File: src/rtl/pvi_pkg.sv
package pvi_pkg;
  localparam int unsigned PRIO_W = 4;
  localparam int unsigned VEC_W  = 7;
  localparam int unsigned SUB_N  = 4;
  localparam int unsigned ADDR_W = 32;

  typedef enum logic [1:0] {
    SUB_RX_ERR   = 2'd0,
    SUB_TX_ERR   = 2'd1,
    SUB_RX_FULL  = 2'd2,
    SUB_TX_EMPTY = 2'd3
  } sub_e;

  // Vector-table slot: base plus four bytes per vector.
  function automatic logic [ADDR_W-1:0] fetch_address(
    input logic [ADDR_W-1:0] base,
    input logic [VEC_W-1:0]  vec
  );
    return base + {{(ADDR_W-VEC_W-2){1'b0}}, vec, 2'b00};
  endfunction

  // Lowest set bit wins; bit 0 is the highest rank.
  function automatic logic [1:0] first_pending(input logic [SUB_N-1:0] p);
    logic [1:0] s;
    s = 2'd0;
    for (int i = SUB_N - 1; i >= 0; i--) begin
      if (p[i]) s = 2'(i);
    end
    return s;
  endfunction
endpackage

File: src/rtl/pvi_regfile.sv
module pvi_regfile
  import pvi_pkg::*;
#(
  parameter int unsigned N_GRP  = 3,
  parameter int unsigned REG_AW = 4
) (
  input  logic                      clk,
  input  logic                      rst_n,
  input  logic                      wr_en,
  input  logic [REG_AW-1:0]         wr_addr,
  input  logic [31:0]               wr_data,
  output logic [ADDR_W-1:0]         base_q,
  output logic [N_GRP*PRIO_W-1:0]   prio_q,
  output logic [N_GRP*SUB_N*VEC_W-1:0] vec_q
);
  localparam int unsigned N_SRC  = N_GRP * SUB_N;
  localparam int unsigned N_VREG = N_SRC / 2;

  always_ff @(posedge clk or negedge rst_n) begin
    if (!rst_n) begin
      base_q <= '0;
      prio_q <= '0;
      vec_q  <= '0;
    end else if (wr_en) begin
      if (int'(wr_addr) == 0) base_q <= wr_data;
      if (int'(wr_addr) == 1) begin
        for (int g = 0; g < N_GRP; g++)
          prio_q[g*PRIO_W +: PRIO_W] <= wr_data[g*PRIO_W +: PRIO_W];
      end
      for (int k = 0; k < N_VREG; k++) begin
        if (int'(wr_addr) == 2 + k) begin
          vec_q[(2*k)*VEC_W   +: VEC_W] <= wr_data[14:8];
          vec_q[(2*k+1)*VEC_W +: VEC_W] <= wr_data[6:0];
        end
      end
    end
  end
endmodule

File: src/rtl/pvi_group_sel.sv
module pvi_group_sel
  import pvi_pkg::*;
(
  input  logic [PRIO_W-1:0] prio,
  input  logic [SUB_N-1:0]  pend,
  output logic              req,
  output logic [PRIO_W-1:0] level,
  output logic [1:0]        sub
);
  assign req   = (prio != '0) && (|pend);
  assign level = prio;
  assign sub   = first_pending(pend);
endmodule

File: src/rtl/pvi_arbiter.sv
module pvi_arbiter
  import pvi_pkg::*;
#(
  parameter int unsigned N_GRP = 3,
  localparam int unsigned GI_W = (N_GRP > 1) ? $clog2(N_GRP) : 1
) (
  input  logic [N_GRP-1:0]        grp_req,
  input  logic [N_GRP*PRIO_W-1:0] grp_level,
  input  logic [N_GRP*2-1:0]      grp_sub,
  input  logic [PRIO_W-1:0]       cpu_mask,
  output logic                    fwd,
  output logic [PRIO_W-1:0]       win_level,
  output logic [GI_W-1:0]         win_grp,
  output logic [1:0]              win_sub
);
  always_comb begin
    win_level = '0;
    win_grp   = '0;
    win_sub   = '0;
    // Ascending scan with strict compare: ties stay with the lower group.
    for (int g = 0; g < N_GRP; g++) begin
      if (grp_req[g] && (grp_level[g*PRIO_W +: PRIO_W] > win_level)) begin
        win_level = grp_level[g*PRIO_W +: PRIO_W];
        win_grp   = GI_W'(g);
        win_sub   = grp_sub[g*2 +: 2];
      end
    end
    fwd = (win_level > cpu_mask);
  end
endmodule

File: src/rtl/prio_vec_intc.sv
module prio_vec_intc
  import pvi_pkg::*;
#(
  parameter int unsigned N_GRP  = 3,
  parameter int unsigned REG_AW = 4,
  localparam int unsigned N_SRC = N_GRP * SUB_N,
  localparam int unsigned GI_W  = (N_GRP > 1) ? $clog2(N_GRP) : 1
) (
  input  logic              clk,
  input  logic              rst_n,
  input  logic              wr_en,
  input  logic [REG_AW-1:0] wr_addr,
  input  logic [31:0]       wr_data,
  input  logic [N_SRC-1:0]  pending,
  input  logic [3:0]        cpu_mask,
  input  logic              ack,
  output logic              irq_req,
  output logic [3:0]        irq_level,
  output logic [7:0]        irq_vec,
  output logic [31:0]       irq_addr,
  output logic [7:0]        taken_vec,
  output logic [31:0]       taken_addr
);
  localparam int unsigned SRC_W = GI_W + 2;

  logic [ADDR_W-1:0]        base_q;
  logic [N_GRP*PRIO_W-1:0]  prio_q;
  logic [N_SRC*VEC_W-1:0]   vec_q;

  logic [N_GRP-1:0]         grp_req;
  logic [N_GRP*PRIO_W-1:0]  grp_level;
  logic [N_GRP*2-1:0]       grp_sub;

  // Named internal events for the checker.
  logic                     win_fwd;
  logic [PRIO_W-1:0]        win_level;
  logic [GI_W-1:0]          win_grp;
  logic [1:0]               win_sub;
  logic [SRC_W-1:0]         win_src;
  logic [VEC_W-1:0]         win_vec;

  pvi_regfile #(.N_GRP(N_GRP), .REG_AW(REG_AW)) u_regs (
    .clk     (clk),
    .rst_n   (rst_n),
    .wr_en   (wr_en),
    .wr_addr (wr_addr),
    .wr_data (wr_data),
    .base_q  (base_q),
    .prio_q  (prio_q),
    .vec_q   (vec_q)
  );

  for (genvar g = 0; g < N_GRP; g++) begin : g_grp
    pvi_group_sel u_sel (
      .prio  (prio_q[g*PRIO_W +: PRIO_W]),
      .pend  (pending[g*SUB_N +: SUB_N]),
      .req   (grp_req[g]),
      .level (grp_level[g*PRIO_W +: PRIO_W]),
      .sub   (grp_sub[g*2 +: 2])
    );
  end

  pvi_arbiter #(.N_GRP(N_GRP)) u_arb (
    .grp_req   (grp_req),
    .grp_level (grp_level),
    .grp_sub   (grp_sub),
    .cpu_mask  (cpu_mask),
    .fwd       (win_fwd),
    .win_level (win_level),
    .win_grp   (win_grp),
    .win_sub   (win_sub)
  );

  // Four sources per group, so the flat index is {group, sub}.
  assign win_src = {win_grp, win_sub};

  always_comb begin
    win_vec = '0;
    for (int i = 0; i < N_SRC; i++) begin
      if (int'(win_src) == i) win_vec = vec_q[i*VEC_W +: VEC_W];
    end
  end

  always_ff @(posedge clk or negedge rst_n) begin
    if (!rst_n) begin
      irq_req    <= 1'b0;
      irq_level  <= '0;
      irq_vec    <= '0;
      irq_addr   <= '0;
      taken_vec  <= '0;
      taken_addr <= '0;
    end else begin
      if (win_fwd) begin
        irq_req   <= 1'b1;
        irq_level <= win_level;
        irq_vec   <= {1'b0, win_vec};
        irq_addr  <= fetch_address(base_q, win_vec);
      end else begin
        irq_req   <= 1'b0;
        irq_level <= '0;
        irq_vec   <= '0;
        irq_addr  <= '0;
      end
      if (ack) begin
        taken_vec  <= irq_vec;
        taken_addr <= irq_addr;
      end
    end
  end
endmodule

File: config.mk
export PLATFORM = sky130hd
export DESIGN_NAME = prio_vec_intc
export DESIGN_NICKNAME = d
export VERILOG_FILES = /design/src/rtl/pvi_pkg.sv /design/src/rtl/pvi_regfile.sv /design/src/rtl/pvi_group_sel.sv /design/src/rtl/pvi_arbiter.sv /design/src/rtl/prio_vec_intc.sv
export SDC_FILE = /design/constraint.sdc
export NUM_CORES = 1
export LEC_CHECK = 0
export BUFFER_PORTS_ARGS = -buffer_cell sky130_fd_sc_hd__buf_2
export CAP_MARGIN = 10
export CORE_UTILIZATION = 45
export CTS_BUF_LIST = sky130_fd_sc_hd__clkbuf_4
export DETAILED_ROUTE_END_ITERATION = 8
export HOLD_SLACK_MARGIN = 0.03
export PLACE_DENSITY = 0.65
export SLEW_MARGIN = 30
export SYNTH_ARGS = -nofsm -noshare
export SYNTH_HDL_FRONTEND = slang
export SYNTH_SLANG_ARGS = --single-unit
export TNS_END_PERCENT = 1
File: constraint.sdc
create_clock -name clk -period 6.15 [get_ports clk]
set_input_delay 0.3075 -clock clk [delete_from_list [all_inputs] [get_ports clk]]
set_output_delay 0.3075 -clock clk [all_outputs]
set_load 0.03 [all_outputs]
; ---- Word level (Yosys, flattened, before mapping)
; Index checks and enable logic that the tools add are counted.
[word_totals]
out_inout_bits = 85
word_cells = 95
ff_bits = 213
inputBits = 56
[op_classes]
reduce_logical = 22
order_cmp = 4
n_eq_ne = 18
mux = 36
addsub = 1
[op_table]
columns = cell, count
row1 = 2-to-1 mux 7 bit, 13
row2 = equality test 4 bit (second input constant), 12
row3 = adder 32 x 9 -> 32 bit, 1
row4 = 2-to-1 mux 2 bit, 16
row5 = 2-to-1 mux 32 bit, 1
row6 = equality test 4 x 3 -> 1 bit (second input constant), 4
row7 = 2-to-1 mux 4 bit, 4
row8 = AND reduction 2 bit, 8
row9 = > comparator 4 bit, 3
row10 = nonzero test 4 bit, 3
row11 = OR reduction 4 bit, 3
row12 = equality test 4 x 2 -> 1 bit (second input constant), 2
row13 = logical NOT 4 bit, 2
row14 = logical AND 1 bit, 6
row15 = > comparator 4 x 1 -> 1 bit (second input constant), 1
row16 = 2-to-1 mux 1 bit, 2

; ---- Logic depth before layout (Yosys ltp)
[depth]
ltp_word = 25
mapped_depth = 32
depth_no_buf = 29

; ---- Cells and area by module
; A second synthesis with hierarchy kept.
[hier_totals]
hier_cells = 797
area_unflattened_um2 = 10181.0
[modules_own_cells]
columns = mod, seq_area_each_um2, area_each_um2, n_inst, cells_per_inst
row1 = pvi_regfile, 3203.1, 4853.4, 1, 280
row2 = prio_vec_intc, 2077.0, 4590.7, 1, 417
row3 = pvi_arbiter, 0.0, 511.7, 1, 64
row4 = pvi_group_sel, 0.0, 75.1, 3, 12

; ---- Worst setup path after synthesis
; No wires, ideal clock.
[synth_timing]
path_kind = input port to flip-flop
startpoint = input pending[3]
endpoint = register irq_addr[17]
path_buffers = 3
setup_slack_ns = 0.559
arrival_time_ns = 5.459
cell_stages = 29
setup_ns = 0.132
t_required_ns = 6.018
path_cell_list = nor2_1 nand2_1 and2_1 ha_1 and4_2 nor3_4 o21a_1 buf_6 nand2_1 o21ai_0 inv_1 ha_1 nor2b_1 o211a_1 o21a_1 buf_6 nor3_1 a211oi_1 o21ai_0 ha_1 a21o_1 a21o_1 a21oi_1 nor2b_1 o41a_1 nand4_1 clkbuf_1 xor2_1 nor2_1
[synth_between]
elab_chain_cells = 25
word_cells_on_any_way = 46
classes_between = add/sub: 1 / order compare: 3 / eq/ne: 11 / mux: 25 / reduce/logical: 6
[synth_lines]
columns = item, line
row1 = start: declaration, prio_vec_intc.sv:14  ; input logic [N_SRC-1:0] pending,
row2 = OR reduction 4 bit, pvi_group_sel.sv:10  ; assign req = (prio != '0) && (|pend);
row3 = logical AND 1 bit, pvi_group_sel.sv:10
row4 = logical AND 1 bit, pvi_arbiter.sv:22  ; if (grp_req[g] && (grp_level[g*PRIO_W +: PRIO_W] > win_level)) begin
row5 = 2-to-1 mux 4 bit, pvi_arbiter.sv:22
row6 = > comparator 4 bit, pvi_arbiter.sv:22
row7 = logical AND 1 bit, pvi_arbiter.sv:22
row8 = 2-to-1 mux 4 bit, pvi_arbiter.sv:22
row9 = > comparator 4 bit, pvi_arbiter.sv:22
row10 = logical AND 1 bit, pvi_arbiter.sv:22
row11 = 2-to-1 mux 2 bit, pvi_arbiter.sv:22
row12 = logical NOT 4 bit, prio_vec_intc.sv:80  ; if (int'(win_src) == i) win_vec = vec_q[i*VEC_W +: VEC_W];
row13 = 2-to-1 mux 7 bit (12 in a row), prio_vec_intc.sv:80
row14 = adder 32 x 9 -> 32 bit, pvi_pkg.sv:19  ; return base + {{(ADDR_W-VEC_W-2){1'b0}}, vec, 2'b00};
row15 = 2-to-1 mux 32 bit (*), prio_vec_intc.sv:93  ; if (win_fwd) begin
row16 = end signal: assignment, prio_vec_intc.sv:97  ; irq_addr <= fetch_address(base_q, win_vec);
row17 = end: declaration, prio_vec_intc.sv:20  ; output logic [31:0] irq_addr,
; Every way passes the cells marked *; elsewhere a longest branch is shown, timed or not.
; A chain may end at the register's enable or synchronous reset.

; ---- Final worst setup path
[layout_timing]
startpoint = register u_regs.prio_q[3]
endpoint = register irq_addr[28]
[layout_between]
elab_chain_cells = 25
word_cells_on_any_way = 43
classes_between = add/sub: 1 / order compare: 4 / eq/ne: 11 / mux: 21 / reduce/logical: 6
[layout_lines]
columns = item, line
row1 = start: declaration, pvi_regfile.sv:13  ; output logic [N_GRP*PRIO_W-1:0] prio_q,
row2 = start signal: indexed assignment, pvi_regfile.sv:28  ; prio_q[g*PRIO_W +: PRIO_W] <= wr_data[g*PRIO_W +: PRIO_W];
row3 = branches (longest 24 deep; another with > comparator 4 x 1 -> 1 bit), n/a
row4 = 2-to-1 mux 32 bit (*), prio_vec_intc.sv:93
; Every way passes the cells marked *.

==> run summary <==
CP Capture Type -> register
Share of layout cells above drive strength 1 -> 42.8%
Worst EP arrival -> 6300 ps
CTS clk-pin slew, worst paths -> 60 ps
Critical Path Fanout Max -> 21
Final hold viol count -> 0
Crit path largest cell delay -> 410 ps
Core area -> 0.0212 mm2
Post-synth ARST share -> 100%
Worst slew margin -> 38.9%
Hold crit path type -> input port to register
Std cell rows -> 53
Die H -> 150 um
Seq cells post-synth -> 211
Port Buf Inserts -> 138
Leak -> 5.77 nW
Clock skew -> 37.0 ps
Util after Layout -> 55.8%
Vias in the first global route -> 6996
Hpwl dp -> 16.1 mm
IO Pins -> 141
Worst path slowest cell -> fa_1
Yosys warnings -> 0
Largest net degree at the start of global routing -> 110
First-pass GRT wire length -> 37.4 mm
Number of synthesized flops with an enable pin -> 0
GRT Total Usage -> 21.6%
Max Slew Vio Count -> 0
F_max -> 174 MHz
Net switching power -> 0.00210 W
Worst slew pin tran -> 913 ps
Via/cell ratio -> 5.31
Final setup viols -> 0
Post-DRT Antenna Nets -> 0
Top_reg_cell synth -> dfrtp_1
Combinational share of power -> 41.5%
Most frequent cells in the layout -> dfrtp_1, mux2_2, buf_2
Fin crit period -> 5760 ps
DRT iter0 DRCs -> 429
Overflow after GRT -> 0
Part of the power in registers -> 36.2%
Outcome -> completed
Max cap viols -> 0
Synth Instances -> 786
DIE WIDTH -> 150 um
CTS root buf -> clkbuf_4
H-tree depth -> 2
Initial antenna violation count -> 1
Commonest non-fill, non-tap cell in the layout -> dfrtp_1
1st-pass router iterations -> 5
Required @ worst endpoint -> 6690 ps
Syn_area_per_cell -> 12.5 um2
Area Overhead vs Synth -> 20.5%
Peak VDD IR -> 0.214 mV
Period utilization -> 93.6%
Register area share after synthesis -> 53.7%
Worst Setup Path Type -> register to register
Avg WL per Cell -> 17.7 um
Number of clock sinks -> 211
CTS tree -> built
CTS Buffer Depth -> 3
Post-Route WL -> 23.1 mm
DIE AREA -> 0.0224 mm2
Switch share -> 39.1%
Crit path launch type -> register
Unique masters post-synth -> 67
Syn Std Cell Area -> 0.00983 mm2
Gp weighted congestion -> 0.845
Setup_tns -> 0 ps
Initial core utilization -> 46.3%
Nets@finish -> 1069
Skew-Pair Late Insertion Delay -> 660 ps
PwrDens -> 454 mW/mm2
Inserted Clock Buffers -> 55
DRC errors left -> 0
Via Count -> 6946
Clk network pwr share -> 22.3%
Unrepaired setup endpoints after global routing -> no
Int Power -> 0.00328 W
-- per-stage QoR --
step           hold WS (ps)  instances  setup WS, ps  area [um2]  power [W]
2_1_floorplan          11.9        787           559        9830    0.00353
3_3_place_gp            483       1181           198       10800    0.00414
3_5_place_dp            485       1181          46.9       10900    0.00419
4_1_cts                31.2       1306           276       11800    0.00543
5_1_grt                30.5       1308          33.0       11800    0.00578
6_report                102       1308           392       11800    0.00538
-- cell usage after synthesis (all sizes together), types with 5 or more instances --
| library cell | n | area share [%] |
|---|---|---|
| nor2b | 8 | 0.59 |
| a21o | 6 | 0.48 |
| or3 | 10 | 0.64 |
| nor3 | 18 | 1.0 |
| clkbuf | 22 | 0.84 |
| and3 | 10 | 0.64 |
| a21oi | 30 | 1.5 |
| o21ai | 21 | 1.2 |
| inv | 12 | 0.46 |
| mux2 | 180 | 21 |
| dfrtp | 211 | 54 |
| buf | 14 | 0.98 |
| nand4 | 8 | 0.51 |
| xnor2 | 5 | 0.45 |
| o22ai | 5 | 0.32 |
| mux2i | 11 | 1.2 |
| ha | 21 | 2.7 |
| nand3 | 23 | 1.2 |
| xor2 | 15 | 1.3 |
| and2 | 12 | 0.76 |
| nand2 | 32 | 1.2 |
| nor2 | 53 | 2.0 |
| nor4 | 6 | 0.60 |
-- kinds of logic (layout without fill, tap and decap cells) --
logic type	Yosys count	after routing	synth area share, %
DFF	211	211	53.7
and+or+nand+nor	194	194	10.3
muxes	192	192	22.2
AOI/OAI and AO/OA	98	98	6.75
buffers and inverters	48	292	2.28
adders and majority gates	22	22	2.88
xor gates and xnor gates	20	20	1.78
other	1	4	0.0381
-- cell type report --
type	count	area [um2]
fill	1852	9380
sequential	211	5280
multi-input combinational	528	4360
timing repair buffer	183	1110
clock buffer	80	601
tap	275	344
clock inverter	17	96.3
inverter	12	45.0
antenna	2	5.00
-- power groups by stage --
| stage | logic [W] | clock network (W) | registers (W) |
|---|---|---|---|
| floorplan | 0.00134 | 0 | 0.00219 |
| CTS | 0.00224 | 0.00124 | 0.00195 |
| global placement | 0.00218 | 0 | 0.00197 |
| global route | 0.00247 | 0.00132 | 0.00199 |
| detailed placement | 0.00222 | 0 | 0.00197 |
| finish | 0.00223 | 0.00120 | 0.00195 |
-- timing repair --
action | 4_1_cts | 5_1_grt
setup endpoints to repair | 0 | 16
hold endpoints to repair | 164 | 0
resized for setup | 0 | 4
hold buffers | 28 | 0
buffers inserted | 0 | 0
-- layer usage --
layer	wire (um)	part of all wire (%)	GRT usage, %	vias to the layer above
met5	0	0	0	-
met4	287	1.2	5.91	0
met3	1240	5.4	4.63	30
met2	10900	47	33.9	197
met1	10600	46	30.1	3431
li1	-	-	-	3288
-- worst max-delay path, delay by kind of cell (launching register included) --
family / cells / cell delay [ps]
compound gates: 8 / 1440
xor+xnor: 1 / 160
simple gates: 13 / 2060
buf+inv: 2 / 310
fa+ha+maj: 4 / 1260
flops: 1 / 390
-- registers in the layout (all words and copies together) (netlist names) --
| name | flops |
|---|---|
| irq_addr | 32 |
| u_regs.vec_q | 84 |
| u_regs.prio_q | 12 |
| taken_vec | 7 |
| irq_vec | 7 |
| irq_req | 1 |
| u_regs.base_q | 32 |
| taken_addr | 32 |
| irq_level | 4 |
-- final timing paths --
path,start,to,slack [ps],depth (start not counted)
max,u_regs.prio_q[3],irq_addr[28],390,28
min in group asynchronous,rst_n,taken_addr[18],270,2
max in group asynchronous,rst_n,u_regs.vec_q[79],4510,3
min,wr_data[4],u_regs.base_q[4],100,2
min reg2reg,u_regs.base_q[0],irq_addr[0],490,1
max reg2reg,u_regs.prio_q[3],irq_addr[28],390,28
Note: power is estimated with default switching activity, not from simulation.
